===== config.mk =====
export PLATFORM = sky130hd
export DESIGN_NAME = sync_preset_counter
export DESIGN_NICKNAME = d
export VERILOG_FILES = /design/src/rtl/cnt_pkg.sv /design/src/rtl/cnt_op_select.sv /design/src/rtl/cnt_next.sv /design/src/rtl/cnt_state.sv /design/src/rtl/cnt_carry.sv /design/src/rtl/sync_preset_counter.sv
export SDC_FILE = /design/constraint.sdc
export NUM_CORES = 1
export LEC_CHECK = 0
export BUFFER_PORTS_ARGS = -buffer_cell sky130_fd_sc_hd__buf_2
export CORE_AREA = 2 2 39 41
export CTS_BUF_LIST = sky130_fd_sc_hd__clkbuf_2
export CTS_CLUSTER_SIZE = 25
export DETAILED_ROUTE_END_ITERATION = 8
export DIE_AREA = 0 0 41 43
export GPL_TIMING_DRIVEN = 0
export PLACE_DENSITY = 0.45
export SLEW_MARGIN = 40
export SYNTH_ARGS = -nofsm -noshare
export SYNTH_HDL_FRONTEND = slang
export SYNTH_SLANG_ARGS = --single-unit

===== constraint.sdc =====
create_clock -name clk -period 1.32 [get_ports clk]
set_input_delay 0.132 -clock clk [delete_from_list [all_inputs] [get_ports clk]]
set_output_delay 0.132 -clock clk [all_outputs]
set_load 0.01 [all_outputs]

===== src/rtl/cnt_pkg.sv =====
// Package: shared operation encoding for the presettable counter.
// Assumes: the operation is a priority decode made once per cycle.
package cnt_pkg;
    typedef enum logic [1:0] {
        OP_HOLD  = 2'd0,
        OP_COUNT = 2'd1,
        OP_LOAD  = 2'd2,
        OP_CLEAR = 2'd3
    } cnt_op_e;
endpackage


===== src/rtl/cnt_op_select.sv =====
// Module: picks this cycle's operation with a fixed priority:
// clear, then load, then count, then hold.
// Assumes: all controls are active levels sampled at the rising edge.
module cnt_op_select
    import cnt_pkg::*;
(
    input  logic    clr_n,
    input  logic    load_n,
    input  logic    en_par,
    input  logic    en_trk,
    output cnt_op_e op
);
    // Priority decode of the mode controls.
    always_comb begin
        if (!clr_n)                op = OP_CLEAR;
        else if (!load_n)          op = OP_LOAD;
        else if (en_par && en_trk) op = OP_COUNT;
        else                       op = OP_HOLD;
    end
endmodule


===== src/rtl/cnt_next.sv =====
// Module: works out the next count from the chosen operation.
// Assumes: the incrementer wraps from all ones to zero.
module cnt_next
    import cnt_pkg::*;
#(
    parameter int WIDTH = 4
) (
    input  cnt_op_e          op,
    input  logic [WIDTH-1:0] cur,
    input  logic [WIDTH-1:0] din,
    output logic [WIDTH-1:0] nxt
);
    logic [WIDTH-1:0] toggle;
    logic [WIDTH-1:0] incr;

    // Per-bit toggle chain: bit i flips when every lower bit is one.
    for (genvar i = 0; i < WIDTH; i++) begin : g_bit
        if (i == 0) begin : g_lsb
            assign toggle[i] = 1'b1;
        end else begin : g_upper
            assign toggle[i] = toggle[i-1] & cur[i-1];
        end
        assign incr[i] = cur[i] ^ toggle[i];
    end

    // Route the next value by operation.
    always_comb begin
        unique case (op)
            OP_CLEAR: nxt = '0;
            OP_LOAD:  nxt = din;
            OP_COUNT: nxt = incr;
            default:  nxt = cur;
        endcase
    end
endmodule


===== src/rtl/cnt_state.sv =====
// Module: the count register, with an asynchronous or a synchronous clear.
// Assumes: in synchronous mode the clear already reaches nxt as zero.
module cnt_state #(
    parameter int WIDTH      = 4,
    parameter bit RESET_SYNC = 1'b0
) (
    input  logic             clk,
    input  logic             clr_n,
    input  logic [WIDTH-1:0] nxt,
    output logic [WIDTH-1:0] q
);
    if (RESET_SYNC) begin : g_sync
        // Edge-only update; the clear arrives through nxt.
        always_ff @(posedge clk) begin
            q <= nxt;
        end
    end else begin : g_async
        // Asynchronous clear overrides the clock.
        always_ff @(posedge clk or negedge clr_n) begin
            if (!clr_n) q <= '0;
            else        q <= nxt;
        end
    end
endmodule


===== src/rtl/cnt_carry.sv =====
// Module: decodes the terminal-count carry, fully and combinationally.
// Assumes: only the carry-in enable gates the carry.
module cnt_carry #(
    parameter int WIDTH = 4
) (
    input  logic             en_trk,
    input  logic [WIDTH-1:0] q,
    output logic             tc
);
    localparam logic [WIDTH-1:0] TERM = '1;

    // Carry is high in the single all-ones state when enabled.
    always_comb begin
        tc = en_trk && (q == TERM);
    end
endmodule


===== src/rtl/sync_preset_counter.sv =====
// Module: top of the cascadable presettable up-counter.
// Assumes: RESET_SYNC = 0 gives an asynchronous clear, 1 a synchronous one;
// chained stages share clk, clr_n, load_n and en_par.
module sync_preset_counter
    import cnt_pkg::*;
#(
    parameter int WIDTH      = 4,
    parameter bit RESET_SYNC = 1'b0
) (
    input  logic             clk,
    input  logic             clr_n,
    input  logic             load_n,
    input  logic             en_par,
    input  logic             en_trk,
    input  logic [WIDTH-1:0] din,
    output logic [WIDTH-1:0] count,
    output logic             carry_out
);
    cnt_op_e          op;
    logic [WIDTH-1:0] nxt;

    cnt_op_select u_sel (
        .clr_n  (clr_n),
        .load_n (load_n),
        .en_par (en_par),
        .en_trk (en_trk),
        .op     (op)
    );

    cnt_next #(.WIDTH(WIDTH)) u_next (
        .op  (op),
        .cur (count),
        .din (din),
        .nxt (nxt)
    );

    cnt_state #(.WIDTH(WIDTH), .RESET_SYNC(RESET_SYNC)) u_state (
        .clk   (clk),
        .clr_n (clr_n),
        .nxt   (nxt),
        .q     (count)
    );

    cnt_carry #(.WIDTH(WIDTH)) u_carry (
        .en_trk (en_trk),
        .q      (count),
        .tc     (carry_out)
    );
endmodule


==> summary.md <==
| Metric | Value |
|---|---|
| Status | `finished clean` |
| Clock share of power | `0.362` |
| Pwr dens | `932 nW/um^2` |
| DR vias/cell | `3.87` |
| Iteration-0 DRC Markers | `0` |
| DRC | `0` |
| Clock skew | `0.00353 ns` |
| Vias in the first global route | `227` |
| Maxcap violations | `0` |
| Sw Ratio | `0.290` |
| DIE AREA | `1760 sq um` |
| Slowest stage delay, CP | `0.38 ns` |
| Worst-path cell with the longest stage delay | `dfrtp_1` |
| Final hold vios | `0` |
| Sequential share of power | `0.436` |
| Setup TNS | `0 ns` |
| Final Util | `0.247` |
| CTS tree | `done` |
| Syn_area_per_cell | `10.7 sq um` |
| Distinct cells, synth | `9` |
| Largest net degree at the start of global routing | `9` |
| Hold path depth | `2` |
| Vias | `213` |
| Drt pass-1 iters | `1` |
| Post-CTS resize count | `0` |
| Min cycle time layout | `1.23 ns` |
| DIE WIDTH | `41 um` |
| Number of antenna violations at the first check in global routing | `0` |
| Synth-to-Final Area Change | `52.5%` |
| Die H | `43 um` |
| Mapped Cells | `21` |
| Max IR drop VDD | `265 uV` |
| Worst-margin pin slew | `0.115 ns` |
| Unrepaired setup endpoints after global routing | `false` |
| Worst Path Arrival | `1.10 ns` |
| Clock transition at path regs | `0.05 ns` |
| FF-to-FF setup slack | `0.13 ns` |
| Hold WC Path Type | `input port to flip-flop` |
| Total CTS buffers | `3` |
| Fmax | `810 MHz` |
| Clk root buf | `clkbuf_2` |
| Final period util | `0.935` |
| # rows | `14` |
| Syn Nets | `32` |
| Most flops, register | `u_state.q` |
| Synth warnings | `0` |
| Synthesized area | `224 sq um` |
| Worst reg2reg path depth | `5` |
| Switch Pwr | `92.3 uW` |
| Post-layout total power | `318 uW` |
| RD Place Congestion | `0.582` |
| Max-slew violations | `0` |
| CP startpoint kind | `flip-flop` |
| Comb pwr share | `0.202` |
| Worst reg2reg endpoint | `u_state.q[3]` |
| CTS HTree Levels | `1` |
| GRT Residual Overflow | `0` |
| Required time of the critical path | `1.19 ns` |
| Max transition margin | `0.921` |
| Max FFs per register | `4` |
| Initial Util | `0.162` |
| I/O Pins | `14` |
| Int Pwr | `226 uW` |
| Crit-path cells | `ha_1, and4_2, buf_2` |
| Total Wirelength | `516 um` |
| Crit path kind | `flip-flop to output port` |
| Launch point of the worst reg-to-reg path | `u_state.q[0]` |
| Core Box Area | `1380 sq um` |
| Global-route usage over all layers | `0.0766` |
| Clock Sinks | `4` |
| Hold Path End | `u_state.q[1]` |
| Seq cells post-synth | `4` |
| Share of cells above drive strength 1 | `0.487` |
| Worst setup EP type | `output port` |
| HP Start | `load_n` |
| Port Buffer Count | `13` |
| Critical-path maximum fanout | `2` |
| Clk Latency, worst-skew pair | `0.21 ns` |
| DR WL/cell | `9.38 um` |
| Leakage power | `0.189 nW` |
| First-pass GRT wire length | `807 um` |
| Seq/Total Area, Yosys | `0.447` |
| Ant diodes | `0` |
| Maximum clock path buffer count | `2` |
| Biggest regs | `u_state.q: 4 flops` |
| Final setup violation count | `0` |
| Antenna Nets Post-Route | `0` |
| Fin nets | `52` |
## cell families (layout without fill, tap and decap cells)
group,Yosys count,in the layout,synth area share
multiplexers,2,2,0.0894
AND/OR/NAND/NOR,3,3,0.0950
flip-flops,4,4,0.447
AO/OA/AOI/OAI,8,8,0.179
XOR/XNOR,2,2,0.0782
buffers and inverters,0,18,0
adder cells (fa/ha/maj),2,2,0.112
## worst max-delay path: cells and delay by family (launching register included)
kind,cells,cell delay (ns)
fa+ha+maj,1,0.21
simple gates,1,0.17
flops,1,0.38
buf+inv,1,0.13
## placed cells by master (no fill, tap or decap)
| master | n |
|---|---|
| buf_4 | 1 |
| ha_1 | 2 |
| dlygate4sd3_1 | 1 |
| mux2i_1 | 2 |
| dfrtp_1 | 4 |
| nand3_1 | 1 |
| and4_2 | 1 |
| xor2_1 | 2 |
| a21oi_1 | 4 |
| nand2_2 | 1 |
| clkbuf_2 | 3 |
| buf_2 | 13 |
| o21ai_0 | 4 |
## layout make-up
type / instances / area (sq um)
Clock buffer: 3 / 15.0
Tap cell: 16 / 20.0
Timing Repair Buffer: 15 / 82.6
Fill cell: 154 / 1040
Sequential cell: 4 / 100
Multi-Input combinational cell: 17 / 124
## synthesized netlist by cell type
cell type	instances	area [sq um]
nand3_1	1	5.00
xor2_1	2	17.5
and4_2	1	10.0
nand2_2	1	6.26
a21oi_1	4	20.0
o21ai_0	4	20.0
ha_1	2	25.0
dfrtp_1	4	100
mux2i_1	2	20.0
## stage by stage
stage / hold WS [ns] / instances / area, sq um / worst slack, ns
final: 0.179 / 55 / 342 / 0.0855
after global routing: 0.194 / 55 / 342 / 0.000455
after CTS: 0.172 / 54 / 334 / 0.0237
after detailed placement: -0.0351 / 50 / 309 / 0.102
after global placement: -0.0360 / 50 / 309 / 0.0750
after floorplan: -0.164 / 21 / 224 / 0.118
## power groups by stage
| stage | registers (mW) | clock network (mW) | logic [mW] |
|---|---|---|---|
| after CTS | 0.140 | 0.124 | 0.0607 |
| after global placement | 0.142 | 0 | 0.0584 |
| after global routing | 0.140 | 0.133 | 0.0740 |
| final | 0.139 | 0.115 | 0.0644 |
| after floorplan | 0.146 | 0 | 0.0225 |
| after detailed placement | 0.142 | 0 | 0.0582 |
## routing by layer
layer / GRT usage / vias up / wire length (um)
met5: 0 / - / 0
met4: 0.100 / 0 / 7
met3: 0.0366 / 2 / 64
met2: 0.0906 / 14 / 172
met1: 0.0814 / 82 / 271
li1: - / 115 / -
## timing repair
item / 4_1_cts / 5_1_grt
setup buffers: 0 / 1
hold buffers: 1 / 0
hold endpoints to repair: 4 / 0
setup endpoints to repair: 0 / 1
## how the worst max path moves through the flow
stage                  from            to  slack, ns  depth (start not counted)
3_5_place_dp   u_state.q[0]  u_state.q[3]       0.10                          5
5_1_grt        u_state.q[1]     carry_out     0.0005                          3
4_1_cts        u_state.q[0]     carry_out       0.02                          3
3_3_place_gp   u_state.q[0]  u_state.q[3]       0.08                          5
2_1_floorplan  u_state.q[0]  u_state.q[3]       0.12                          5
6_report       u_state.q[0]     carry_out       0.09                          3
No activity file was read; power rests on OpenSTA's default activity.
